$ cat src/rtl/mts_pkg.sv
package mts_pkg;

  typedef enum logic [1:0] {
    ORD_CBR      = 2'b00,
    ORD_FAST_COL = 2'b01,
    ORD_FAST_ROW = 2'b10,
    ORD_DIAG     = 2'b11
  } order_e;

  typedef enum logic [1:0] {
    RNG_RSVD   = 2'b00,
    RNG_SINGLE = 2'b01,
    RNG_SPAN   = 2'b10,
    RNG_FULL   = 2'b11
  } range_e;

  localparam logic [1:0] OP_RD   = 2'b00;
  localparam logic [1:0] OP_WR   = 2'b01;
  localparam logic [1:0] OP_RDC  = 2'b10;
  localparam logic [1:0] CMD_WRRD = 2'b11;

  typedef enum logic [1:0] {
    ST_IDLE  = 2'b00,
    ST_ISSUE = 2'b01,
    ST_DRAIN = 2'b10
  } seq_state_e;

endpackage

$ cat src/rtl/mts_walker.sv
module mts_walker #(
  parameter int ROW_W  = 14,
  parameter int BANK_W = 3,
  parameter int COL_W  = 10
) (
  input  logic              clk,
  input  logic              rst_n,
  input  logic              load,
  input  logic              advance,
  input  logic [1:0]        order,
  input  logic [ROW_W-1:0]  lo_row_i,
  input  logic [ROW_W-1:0]  hi_row_i,
  input  logic [BANK_W-1:0] lo_bank_i,
  input  logic [BANK_W-1:0] hi_bank_i,
  input  logic [COL_W-1:0]  lo_col_i,
  input  logic [COL_W-1:0]  hi_col_i,
  output logic [ROW_W-1:0]  row_o,
  output logic [BANK_W-1:0] bank_o,
  output logic [COL_W-1:0]  col_o,
  output logic              last_o
);
  import mts_pkg::*;

  logic [ROW_W-1:0]  lr, hr, r_q, r_d;
  logic [BANK_W-1:0] lb, hb, b_q, b_d;
  logic [COL_W-1:0]  lc, hc, c_q, c_d, lap_q, lap_d;
  logic row_end, bank_end, col_end, lap_end;

  function automatic logic [ROW_W-1:0] f_row_inc(input logic [ROW_W-1:0] v,
                                                 input logic [ROW_W-1:0] lo,
                                                 input logic [ROW_W-1:0] hi);
    return (v == hi) ? lo : v + 1'b1;
  endfunction

  function automatic logic [BANK_W-1:0] f_bank_inc(input logic [BANK_W-1:0] v,
                                                   input logic [BANK_W-1:0] lo,
                                                   input logic [BANK_W-1:0] hi);
    return (v == hi) ? lo : v + 1'b1;
  endfunction

  function automatic logic [COL_W-1:0] f_col_inc(input logic [COL_W-1:0] v,
                                                 input logic [COL_W-1:0] lo,
                                                 input logic [COL_W-1:0] hi);
    return (v == hi) ? lo : v + 1'b1;
  endfunction

  assign row_end  = (r_q == hr);
  assign bank_end = (b_q == hb);
  assign col_end  = (c_q == hc);
  assign lap_end  = (lap_q == (hc - lc));

  always_comb begin
    r_d   = r_q;
    b_d   = b_q;
    c_d   = c_q;
    lap_d = lap_q;
    unique case (order)
      ORD_CBR: begin
        c_d = f_col_inc(c_q, lc, hc);
        if (col_end) begin
          b_d = f_bank_inc(b_q, lb, hb);
          if (bank_end) r_d = f_row_inc(r_q, lr, hr);
        end
      end
      ORD_FAST_COL: begin
        c_d = f_col_inc(c_q, lc, hc);
        if (col_end) r_d = f_row_inc(r_q, lr, hr);
      end
      ORD_FAST_ROW: begin
        r_d = f_row_inc(r_q, lr, hr);
        if (row_end) c_d = f_col_inc(c_q, lc, hc);
      end
      default: begin
        if (row_end) begin
          r_d   = lr;
          lap_d = lap_q + 1'b1;
          c_d   = lc + lap_q + 1'b1;
        end else begin
          r_d = f_row_inc(r_q, lr, hr);
          c_d = f_col_inc(c_q, lc, hc);
        end
      end
    endcase
  end

  always_comb begin
    unique case (order)
      ORD_CBR:  last_o = row_end && bank_end && col_end;
      ORD_DIAG: last_o = row_end && lap_end;
      default:  last_o = row_end && col_end;
    endcase
  end

  always_ff @(posedge clk) begin
    if (!rst_n) begin
      lr <= '0; hr <= '0; lb <= '0; hb <= '0; lc <= '0; hc <= '0;
      r_q <= '0; b_q <= '0; c_q <= '0; lap_q <= '0;
    end else if (load) begin
      lr <= lo_row_i;  hr <= hi_row_i;
      lb <= lo_bank_i; hb <= hi_bank_i;
      lc <= lo_col_i;  hc <= hi_col_i;
      r_q <= lo_row_i; b_q <= lo_bank_i; c_q <= lo_col_i;
      lap_q <= '0;
    end else if (advance) begin
      r_q <= r_d; b_q <= b_d; c_q <= c_d; lap_q <= lap_d;
    end
  end

  assign row_o  = r_q;
  assign bank_o = b_q;
  assign col_o  = c_q;

endmodule

$ cat src/rtl/mts_cmp_fifo.sv
module mts_cmp_fifo #(
  parameter int W     = 27,
  parameter int DEPTH = 4
) (
  input  logic                         clk,
  input  logic                         rst_n,
  input  logic                         push,
  input  logic [W-1:0]                 din,
  input  logic                         pop,
  output logic [W-1:0]                 dout,
  output logic                         full,
  output logic                         empty,
  output logic [$clog2(DEPTH+1)-1:0]   count
);
  localparam int AW = (DEPTH > 1) ? $clog2(DEPTH) : 1;
  localparam int CW = $clog2(DEPTH + 1);

  logic [W-1:0]  mem [DEPTH];
  logic [AW-1:0] wp, rp;
  logic [CW-1:0] cnt;
  logic          do_push, do_pop;

  function automatic logic [AW-1:0] f_ptr_inc(input logic [AW-1:0] p);
    return (p == AW'(DEPTH - 1)) ? '0 : p + 1'b1;
  endfunction

  assign full    = (cnt == CW'(DEPTH));
  assign empty   = (cnt == '0);
  assign do_push = push && !full;
  assign do_pop  = pop && !empty;

  always_ff @(posedge clk) begin
    if (!rst_n) begin
      wp  <= '0;
      rp  <= '0;
      cnt <= '0;
    end else begin
      if (do_push) wp <= f_ptr_inc(wp);
      if (do_pop)  rp <= f_ptr_inc(rp);
      if (do_push && !do_pop)      cnt <= cnt + 1'b1;
      else if (do_pop && !do_push) cnt <= cnt - 1'b1;
    end
  end

  always_ff @(posedge clk) begin
    if (do_push) mem[wp] <= din;
  end

  assign dout  = mem[rp];
  assign count = cnt;

endmodule

$ cat src/rtl/mts_result.sv
module mts_result #(
  parameter int ROW_W  = 14,
  parameter int BANK_W = 3,
  parameter int COL_W  = 10,
  parameter int ERR_W  = 16
) (
  input  logic              clk,
  input  logic              rst_n,
  input  logic              clear,
  input  logic              hit,
  input  logic              mismatch,
  input  logic [ROW_W-1:0]  hit_row,
  input  logic [BANK_W-1:0] hit_bank,
  input  logic [COL_W-1:0]  hit_col,
  output logic              fail_o,
  output logic [ROW_W-1:0]  fail_row_o,
  output logic [BANK_W-1:0] fail_bank_o,
  output logic [COL_W-1:0]  fail_col_o,
  output logic [ERR_W-1:0]  err_cnt_o
);

  function automatic logic [ERR_W-1:0] f_sat_inc(input logic [ERR_W-1:0] v);
    return (&v) ? v : v + 1'b1;
  endfunction

  always_ff @(posedge clk) begin
    if (!rst_n || clear) begin
      fail_o      <= 1'b0;
      fail_row_o  <= '0;
      fail_bank_o <= '0;
      fail_col_o  <= '0;
      err_cnt_o   <= '0;
    end else if (hit && mismatch) begin
      if (!fail_o) begin
        fail_o      <= 1'b1;
        fail_row_o  <= hit_row;
        fail_bank_o <= hit_bank;
        fail_col_o  <= hit_col;
      end else begin
        err_cnt_o <= f_sat_inc(err_cnt_o);
      end
    end
  end

endmodule

$ cat src/rtl/memtest_seq.sv
module memtest_seq #(
  parameter int ROW_W     = 14,
  parameter int BANK_W    = 3,
  parameter int COL_W     = 10,
  parameter int CMP_DEPTH = 4,
  parameter int ERR_W     = 16
) (
  input  logic              clk,
  input  logic              rst_n,
  input  logic              start,
  input  logic              algo_en,
  input  logic [1:0]        order_sel,
  input  logic [1:0]        range_sel,
  input  logic [1:0]        cmd_sel,
  input  logic [ROW_W-1:0]  sgl_row,
  input  logic [BANK_W-1:0] sgl_bank,
  input  logic [COL_W-1:0]  sgl_col,
  input  logic [ROW_W-1:0]  beg_row,
  input  logic [BANK_W-1:0] beg_bank,
  input  logic [COL_W-1:0]  beg_col,
  input  logic [ROW_W-1:0]  fin_row,
  input  logic [BANK_W-1:0] fin_bank,
  input  logic [COL_W-1:0]  fin_col,
  input  logic [ROW_W-1:0]  geo_row_max,
  input  logic [BANK_W-1:0] geo_bank_max,
  input  logic [COL_W-1:0]  geo_col_max,
  output logic              req_valid,
  input  logic              req_ready,
  output logic [ROW_W-1:0]  req_row,
  output logic [BANK_W-1:0] req_bank,
  output logic [COL_W-1:0]  req_col,
  output logic [1:0]        req_op,
  input  logic              cmp_valid,
  input  logic              cmp_mismatch,
  output logic              busy,
  output logic              done,
  output logic              cfg_err,
  output logic              fail_flag,
  output logic [ROW_W-1:0]  fail_row,
  output logic [BANK_W-1:0] fail_bank,
  output logic [COL_W-1:0]  fail_col,
  output logic [ERR_W-1:0]  err_count
);
  import mts_pkg::*;

  localparam int ADDR_W = ROW_W + BANK_W + COL_W;
  localparam int CNT_W  = $clog2(CMP_DEPTH + 1);

  seq_state_e        state_q;
  logic [1:0]        ord_q, cmd_q;
  logic              phase_rd_q, cfg_err_q, done_q;

  logic              cfg_bad, run_start, cfg_reject;
  logic              fixed_walk, wrrd_mode, wr_half;
  logic              op_cmp, req_hs, walk_step, final_hs, cmp_take;
  logic [1:0]        cur_op;
  logic [ROW_W-1:0]  lo_row, hi_row;
  logic [BANK_W-1:0] lo_bank, hi_bank;
  logic [COL_W-1:0]  lo_col, hi_col;
  logic              walk_last;
  logic [ADDR_W-1:0] head_addr;
  logic              q_full, q_empty;
  logic [CNT_W-1:0]  cmp_pending;

  // legality of the control word presented with start
  assign cfg_bad = (range_sel == RNG_RSVD) ||
                   (algo_en && ((range_sel != RNG_SPAN) ||
                                ({beg_row, beg_bank, beg_col} == {fin_row, fin_bank, fin_col})));
  assign run_start  = start && (state_q == ST_IDLE) && !cfg_bad;
  assign cfg_reject = start && (state_q == ST_IDLE) && cfg_bad;

  // walk bounds from range mode; fixed-bank orders pin the bank
  always_comb begin
    unique case (range_sel)
      RNG_SINGLE: begin
        lo_row = sgl_row;  hi_row = sgl_row;
        lo_bank = sgl_bank; hi_bank = sgl_bank;
        lo_col = sgl_col;  hi_col = sgl_col;
      end
      RNG_SPAN: begin
        lo_row = beg_row;  hi_row = fin_row;
        lo_bank = beg_bank; hi_bank = fin_bank;
        lo_col = beg_col;  hi_col = fin_col;
      end
      default: begin
        lo_row = '0; hi_row = geo_row_max;
        lo_bank = '0; hi_bank = geo_bank_max;
        lo_col = '0; hi_col = geo_col_max;
      end
    endcase
    if (order_sel != ORD_CBR) hi_bank = lo_bank;
  end

  assign fixed_walk = (ord_q != ORD_CBR);
  assign wrrd_mode  = (cmd_q == CMD_WRRD);
  assign wr_half    = wrrd_mode && !phase_rd_q;
  assign cur_op     = wrrd_mode ? (phase_rd_q ? OP_RDC : OP_WR) : cmd_q;
  assign op_cmp     = (cur_op == OP_RDC);

  assign req_valid  = (state_q == ST_ISSUE) && !(op_cmp && q_full);
  assign req_hs     = req_valid && req_ready;
  assign walk_step  = req_hs && !wr_half && !walk_last;
  assign final_hs   = req_hs && !wr_half && walk_last;
  assign cmp_take   = cmp_valid && !q_empty;

  mts_walker #(.ROW_W(ROW_W), .BANK_W(BANK_W), .COL_W(COL_W)) u_walk (
    .clk       (clk),
    .rst_n     (rst_n),
    .load      (run_start),
    .advance   (walk_step),
    .order     (ord_q),
    .lo_row_i  (lo_row),
    .hi_row_i  (hi_row),
    .lo_bank_i (lo_bank),
    .hi_bank_i (hi_bank),
    .lo_col_i  (lo_col),
    .hi_col_i  (hi_col),
    .row_o     (req_row),
    .bank_o    (req_bank),
    .col_o     (req_col),
    .last_o    (walk_last)
  );

  mts_cmp_fifo #(.W(ADDR_W), .DEPTH(CMP_DEPTH)) u_cmpq (
    .clk   (clk),
    .rst_n (rst_n),
    .push  (req_hs && op_cmp),
    .din   ({req_row, req_bank, req_col}),
    .pop   (cmp_take),
    .dout  (head_addr),
    .full  (q_full),
    .empty (q_empty),
    .count (cmp_pending)
  );

  mts_result #(.ROW_W(ROW_W), .BANK_W(BANK_W), .COL_W(COL_W), .ERR_W(ERR_W)) u_res (
    .clk         (clk),
    .rst_n       (rst_n),
    .clear       (run_start),
    .hit         (cmp_take),
    .mismatch    (cmp_mismatch),
    .hit_row     (head_addr[ADDR_W-1 -: ROW_W]),
    .hit_bank    (head_addr[COL_W +: BANK_W]),
    .hit_col     (head_addr[COL_W-1:0]),
    .fail_o      (fail_flag),
    .fail_row_o  (fail_row),
    .fail_bank_o (fail_bank),
    .fail_col_o  (fail_col),
    .err_cnt_o   (err_count)
  );

  always_ff @(posedge clk) begin
    if (!rst_n) begin
      state_q    <= ST_IDLE;
      ord_q      <= '0;
      cmd_q      <= '0;
      phase_rd_q <= 1'b0;
      cfg_err_q  <= 1'b0;
      done_q     <= 1'b0;
    end else begin
      done_q <= 1'b0;
      if (cfg_reject) cfg_err_q <= 1'b1;
      if (run_start) begin
        cfg_err_q  <= 1'b0;
        ord_q      <= order_sel;
        cmd_q      <= cmd_sel;
        phase_rd_q <= 1'b0;
      end else if (req_hs && wrrd_mode) begin
        phase_rd_q <= !phase_rd_q;
      end
      unique case (state_q)
        ST_IDLE:  if (run_start) state_q <= ST_ISSUE;
        ST_ISSUE: if (final_hs)  state_q <= ST_DRAIN;
        default: begin
          if (q_empty) begin
            state_q <= ST_IDLE;
            done_q  <= 1'b1;
          end
        end
      endcase
    end
  end

  assign req_op  = cur_op;
  assign busy    = (state_q != ST_IDLE);
  assign done    = done_q;
  assign cfg_err = cfg_err_q;

endmodule

$ cat config.mk
export PLATFORM = sky130hd
export DESIGN_NAME = memtest_seq
export DESIGN_NICKNAME = d
export VERILOG_FILES = /design/src/rtl/mts_pkg.sv /design/src/rtl/mts_walker.sv /design/src/rtl/mts_cmp_fifo.sv /design/src/rtl/mts_result.sv /design/src/rtl/memtest_seq.sv
export SDC_FILE = /design/constraint.sdc
export NUM_CORES = 1
export LEC_CHECK = 0
export CAP_MARGIN = 10
export CORE_ASPECT_RATIO = 1.5
export CORE_MARGIN = 2
export CORE_UTILIZATION = 59
export DETAILED_ROUTE_END_ITERATION = 12
export PLACE_DENSITY = 0.93
export SYNTH_ARGS = -nofsm -noshare
export SYNTH_HDL_FRONTEND = slang
export SYNTH_SLANG_ARGS = --single-unit
$ cat constraint.sdc
create_clock -name clk -period 4.9 [get_ports clk]
set_clock_uncertainty 0.15 [all_clocks]
set_input_delay 0.98 -clock clk [delete_from_list [all_inputs] [get_ports clk]]
set_output_delay 0.98 -clock clk [all_outputs]
set_load 0.05 [all_outputs]
==> flow_summary.ini, run 1 <==
[flow_run]
drv_cap = 0

[synth]
synth_top_area_share_pct = 25.0
synth_ff_type = dfxtp_1
syn-instance-count = 1298
synth-xor-area-share_pct = 7.67
ys_seq_area_share_pct = 48.3
synth_top_family_by_area = compound AO/OA/AOI/OAI gates
synth.area.top_cells = edfxtp_1 (25%), dfxtp_1 (23%), nand2_1 (4.9%)
synthDistinctLibCells = 74
muxShareOfSynthArea_pct = 5.72
synth_compound_area_share_pct = 16.3
synth_top_area_cell = edfxtp_1
synth_enable_flop_cells = 108
yosys_register_bits = 259
synthAdderAreaFrac_pct = 3.55
syn_area_mm2 = 0.0130
synth_nets = 1454
synth_simple_gate_area_share_pct = 15.0
syn_avg_cell_area_um2 = 9.99
ys_warn_count = 0
async_flop_share_pct = 0

[global_routing]
grt.busiest_layer = met2
met3_usage_pct = 3.22
antenna_found_initial = 0
met1_usage_pct = 35.9
grtUsageMet2_pct = 53.8
grt_pass1_wl_mm = 56.2
grt_pass1_vias = 10800
grt_max_degree = 62
grt_usage_pct = 29.9
grt_overflow = 0

[outcome]
outcome = finished clean

[setup_path]
cp_top_family = simple AND/OR/NAND/NOR gates
critical_path.endpoint = u_walk.row_o[0]$_SDFFE_PN0P_
reg2reg_to = u_walk.row_o[0]$_SDFFE_PN0P_
ff2ff_setup_slack_ns = 0.74
crit_path_end_kind = register
cp.depth = 12
cp.arrival_ns = 4.37
crit_required_ns = 5.11
reg2reg_depth = 12
start_kind = register
cp.buffers_inverters = 1
crit_start = u_walk.hc[0]$_SDFFE_PN0P_
crit_fanout = 22
crit_slowest_cell = o21bai_2
critical_path.cell_chain = inv_1, ha_1, fa_1, and2b_1, o2111ai_1, nand4b_1, xnor2_1, nor4_4, a21oi_1, o21bai_2, and2_1, a221oi_1
cpPeakStageDelay_ns = 0.79
r2r_start = u_walk.hc[0]$_SDFFE_PN0P_
worstSetupPathType = register to register

[die]
initial_core_util_pct = 59.9
die_w_um = 125
num_rows = 66
boundaryPins = 198
dieArea_mm2 = 0.0232
core-area_mm2 = 0.0216
die_h_um = 186

[cts]
post_cts_resized = 0
cts_root_buf = clkbuf_16
cts_buffers = 24
postCtsSetupRepairBufs = 0
cts_tree = done
cts.path.max_buffers = 3
insertion_delay_ns = 0.54
cts_max_level = 1
clock_sinks = 259
hold_buffers = 0
clk_pin_slew_worst_paths_ns = 0.07

[power]
power.density_mw_per_mm2 = 355
peakVddDrop_v = 0.000331
p_leak_nw = 5.44

[sta]
tightest_slew_ns = 1.09
rsz0062_at_grt = no
fin_crit_sh_pct = 84.9
drv_slew = 0
setup_viol = 0
finalSetupTns_ns = 0
hold_viol_final = 0
period_minus_slack_ns = 4.16
fin_ws_ns = 0.741
relSlewSlack_pct = 27.4
fmax_ghz = 0.240

[cells_and_area]
area_delta_synth_final_pct = 22.7
fillers = 1404
final_nets = 1620
final_core_util_pct = 73.5
n_antenna_cell = 0
drive_gt1_share_pct = 7.56

[detailed_routing]
drt_iter0_markers = 1219
drt-wirelength-per-cell_um = 20.4
drc = 0
vias = 11100
wirelength_mm = 35.8
ant_nets = 0
viasPerCell = 6.31
firstDrtPassIters = 6

[placement]
hpwl_mm = 25.5
globalplace.congestion = 0.915
io_buffers = 197
place_ws_ns = 0.550

[worst_hold_path]
worstHoldPathType = register to register
==> power breakdown <==
part           leakage (nW)  internal (mW)  switching (mW)
registers              2.19           2.33           0.164
clock network         0.374           1.03           0.800
logic                  2.87          0.564           0.761
total                  5.44           3.92            1.73
==> cells in the mapped netlist, drive strengths merged, types with 35 or more instances <==
cell	count
o211ai	37
nor2	119
o21ai	35
xor2	50
edfxtp	108
nand3	37
nand2	170
inv	37
clkbuf	66
dfxtp	151
a21oi	125
xnor2	61
==> logic make-up (layout without fill, tap and decap cells) <==
logic type / count (synthesis) / in the layout
buf+inv: 115 / 298
fa+ha+maj: 35 / 35
xor+xnor: 111 / 111
mux: 40 / 40
simple gates: 424 / 424
compound gates: 314 / 314
flops: 259 / 259
==> state kept, by name, indices dropped and copies added (netlist names), 14 cells and up <==
signal / count
u_cmpq.mem: 108
u_res.err_cnt_o: 16
u_res.fail_row_o: 14
u_walk.hr: 14
u_walk.lr: 14
u_walk.row_o: 14
==> through the flow <==
step / power (mW) / instances / hold slack (ns) / instance area [um2]
after floorplan: 3.40 / 1298 / 0.282 / 13000
final: 5.65 / 1753 / 0.306 / 15900
after CTS: 5.64 / 1753 / 0.307 / 15900
after global placement: 3.77 / 1710 / 0.292 / 15100
after detailed placement: 3.82 / 1710 / 0.298 / 15100
after global routing: 5.84 / 1753 / 0.325 / 15900
==> metal layers <==
metal / share of wire, % / wire length, um / up-vias
met3: 7.5 / 2670 / 113
met5: 0 / 0 / -
met4: 4.9 / 1750 / 0
li1: - / - / 5041
met1: 37 / 13300 / 5249
met2: 50 / 18100 / 661
==> cells in the final DEF, fill, tap and decap left out, drive strengths merged, types with 13 or more instances in the layout <==
cell           synthesis  layout
nand3                 37      37
a221o                 25      25
clkdlybuf4s50          0     197
nor2                 119     119
buf                   12      21
inv                   37      37
o211ai                37      37
nor3                  20      20
clkbuf                66      36
a21oi                125     125
xnor2                 61      61
dfxtp                151     151
ha                    32      32
a211oi                24      24
mux4                  27      27
o21ai                 35      35
nand2                170     170
edfxtp               108     108
nand4                 13      13
a22oi                 18      18
xor2                  50      50
==> layout make-up <==
type	count	area (um2)	share of cell area (%)
well taps	272	340	2.14
multi-input cells	924	6270	39.4
repair buffers	218	2130	13.4
inverters	37	139	0.873
clock buffers	36	688	4.33
flip-flops and latches	259	6270	39.4
clock inverters	7	70.1	0.441
==> worst min-delay path: stages, from the launching register on <==
cell,delay (ns)
dfxtp_1,0.31
nand2_1,0.05
a21oi_1,0.05
==> worst min path at each step <==
| stage | slack [ns] | end | from | depth (start not counted) |
|---|---|---|---|---|
| 2_1_floorplan | 0.28 | u_walk.lr[9]$_SDFFE_PN0P_ | u_walk.lr[9]$_SDFFE_PN0P_ | 2 |
| 3_3_place_gp | 0.29 | u_res.fail_bank_o[0]$_SDFFE_PP0P_ | u_res.fail_bank_o[0]$_SDFFE_PP0P_ | 2 |
| 3_5_place_dp | 0.30 | u_walk.lb[2]$_SDFFE_PN0P_ | u_walk.lb[2]$_SDFFE_PN0P_ | 2 |
| 4_1_cts | 0.31 | u_walk.lb[2]$_SDFFE_PN0P_ | u_walk.lb[2]$_SDFFE_PN0P_ | 2 |
| 5_1_grt | 0.32 | u_res.fail_row_o[7]$_SDFFE_PP0P_ | u_res.fail_row_o[7]$_SDFFE_PP0P_ | 2 |
| 6_report | 0.31 | u_res.fail_col_o[2]$_SDFFE_PP0P_ | u_res.fail_col_o[2]$_SDFFE_PP0P_ | 2 |
No activity file was read; power rests on OpenSTA's default activity.
==> run 2: changes to the inputs <==
CORE_UTILIZATION = 55   (was 59)
PLACE_DENSITY = 0.88   (was 0.93)
clock period = 4 ns   (was 4.9 ns; I/O delays follow)
==> run 2 against run 1 <==
Effect of this change: register-to-register slack got worse by 0.45 ns; worst hold slack lost 0.0014 ns; highest routed layer unchanged; final cell count is 3.3% higher; via count decreased by 0.91%; final area up 1.3%; worst setup slack lost 0.45 ns; sequential share of layout area shrank 0.52 points.
==> flow_summary.ini, run 2 (same netlist as run 1, synthesis figures left out) <==
[outcome]
outcome = finished clean

[placement]
place_ws_ns = 0.129
placed_cell_area_mm2 = 0.0153
globalplace.congestion = 0.923
hpwl_mm = 25.2
io_buffers = 197
numPlacedInstances = 1769

[sta]
fin_ws_ns = 0.287
relSlewSlack_pct = 19.8
drv_slew = 0
finalSetupTns_ns = 0
setup_viol = 0
rsz0062_at_grt = no
fmax_ghz = 0.269
period_minus_slack_ns = 3.71
hold_viol_final = 0
tightest_slew_ns = 1.20
fin_crit_sh_pct = 92.8

[setup_path]
critical_path.cell_chain = inv_1, ha_1, fa_1, and2b_1, o2111ai_1, nand4b_1, xnor2_1, nor4_4, a21oi_1, o21bai_2, buf_4, o21ai_1, a221oi_1
worstSetupPathType = register to register
ff2ff_setup_slack_ns = 0.29
cpPeakStageDelay_ns = 0.53
reg2reg_to = u_walk.row_o[0]$_SDFFE_PN0P_
r2r_start = u_walk.hc[0]$_SDFFE_PN0P_
cp.arrival_ns = 3.99
critical_path.endpoint = u_walk.row_o[0]$_SDFFE_PN0P_
crit_path_end_kind = register
reg2reg_depth = 13
crit_start = u_walk.hc[0]$_SDFFE_PN0P_
crit_fanout = 13
crit_required_ns = 4.28
cp.depth = 13
cp_top_family = compound AO/OA/AOI/OAI gates
crit_slowest_cell = o21bai_2
cp.buffers_inverters = 2
start_kind = register

[cts]
cts_max_level = 1
hold_buffers = 0
postCtsSetupRepairBufs = 0
cts_tree = done
post_cts_resized = 0
clock_sinks = 259
cts_root_buf = clkbuf_16
insertion_delay_ns = 0.53
cts.path.max_buffers = 3
cts_buffers = 23
clk_pin_slew_worst_paths_ns = 0.07

[detailed_routing]
wirelength_mm = 35.4
firstDrtPassIters = 7
drt-wirelength-per-cell_um = 19.6
ant_nets = 0
drt_iter0_markers = 845
vias = 11000
drc = 0
viasPerCell = 6.06

[die]
num_rows = 68
initial_core_util_pct = 56.2
boundaryPins = 198
die_h_um = 192
die_w_um = 129
dieArea_mm2 = 0.0248
core-area_mm2 = 0.0231

[cells_and_area]
fin_area_mm2 = 0.0161
largest_reg_flops = 108
most-common-layout-cells = clkdlybuf4s50_1 (197), nand2_1 (169), dfxtp_1 (150)
reg_top3 = u_cmpq.mem x108, u_res.err_cnt_o x16
mostFrequentLayoutCell = clkdlybuf4s50_1
drive_gt1_share_pct = 8.90
final_nets = 1635
instances_no_fill = 1810
largest-register = u_cmpq.mem
n_antenna_cell = 0
area_delta_synth_final_pct = 24.3

[power]
p_seq_share_pct = 44.1
p_sw_mw = 2.09
peakVddDrop_v = 0.000380
power.density_mw_per_mm2 = 429
power.total_mw = 6.91
clkPwrFrac_pct = 32.3
power_frac_comb_pct = 23.6
netSwitchingFraction_pct = 30.3
p_leak_nw = 5.53
internal_power_mw = 4.82

[global_routing]
antenna_found_initial = 0
grt_max_degree = 83
grt_pass1_vias = 10700
grt_usage_pct = 28.1
grt_overflow = 0
grt_pass1_wl_mm = 54.9

[flow_run]
drv_cap = 0

[worst_hold_path]
worstHoldPathType = register to register
-- run 2: layout make-up --
cell class / instances / area (um2)
clock buffers: 32 / 713
clock inverters: 9 / 57.6
fillers: 1639 / 6940
inverters: 37 / 139
multi-input cells: 924 / 6270
flip-flops and latches: 259 / 6270
well taps: 315 / 394
repair buffers: 234 / 2270
-- run 2: how the worst min path moves through the flow --
stage	from	to	slack [ns]	cells past startpoint
floorplan	u_walk.lr[9]$_SDFFE_PN0P_	u_walk.lr[9]$_SDFFE_PN0P_	0.28	2
global placement	u_walk.lr[0]$_SDFFE_PN0P_	u_walk.lr[0]$_SDFFE_PN0P_	0.29	2
detailed placement	u_res.fail_bank_o[0]$_SDFFE_PP0P_	u_res.fail_bank_o[0]$_SDFFE_PP0P_	0.30	2
CTS	u_res.fail_bank_o[0]$_SDFFE_PP0P_	u_res.fail_bank_o[0]$_SDFFE_PP0P_	0.31	2
global route	u_walk.lr[6]$_SDFFE_PN0P_	u_walk.lr[6]$_SDFFE_PN0P_	0.32	2
finish	u_res.fail_row_o[8]$_SDFFE_PP0P_	u_res.fail_row_o[8]$_SDFFE_PP0P_	0.30	2
-- run 2: layer usage --
layer,global-route usage (%),part of all wire [%]
met1,33.2,37
met2,50.8,52
met3,3.15,6.9
met4,12.2,3.9
met5,0,0
-- run 2: per-stage QoR --
stage	hold slack, ns	utilization [%]
after floorplan	0.282	-
after global placement	0.290	66.6
after detailed placement	0.297	66.6
after CTS	0.306	69.9
after global routing	0.320	69.9
final	0.305	69.9
-- run 2: worst min-delay path, stage by stage, from the launching register on --
cell,delay (ns)
dfxtp_1,0.31
nand2_1,0.05
a21oi_1,0.05
-- run 2: power by group through the flow --
stage / registers (mW) / logic [mW] / clock network (mW)
finish: 3.05 / 1.63 / 2.23
global route: 3.07 / 1.74 / 2.34
CTS: 3.05 / 1.62 / 2.25
detailed placement: 3.11 / 1.59 / 0
global placement: 3.10 / 1.55 / 0
floorplan: 3.18 / 0.981 / 0
==> run 3: changes to the inputs <==
CAP_MARGIN = unset   (was 10)
HOLD_SLACK_MARGIN = 0.08   (was unset)
==> results of run 3 <==
Final layout, timing and power as in run 2 (identical DEF).
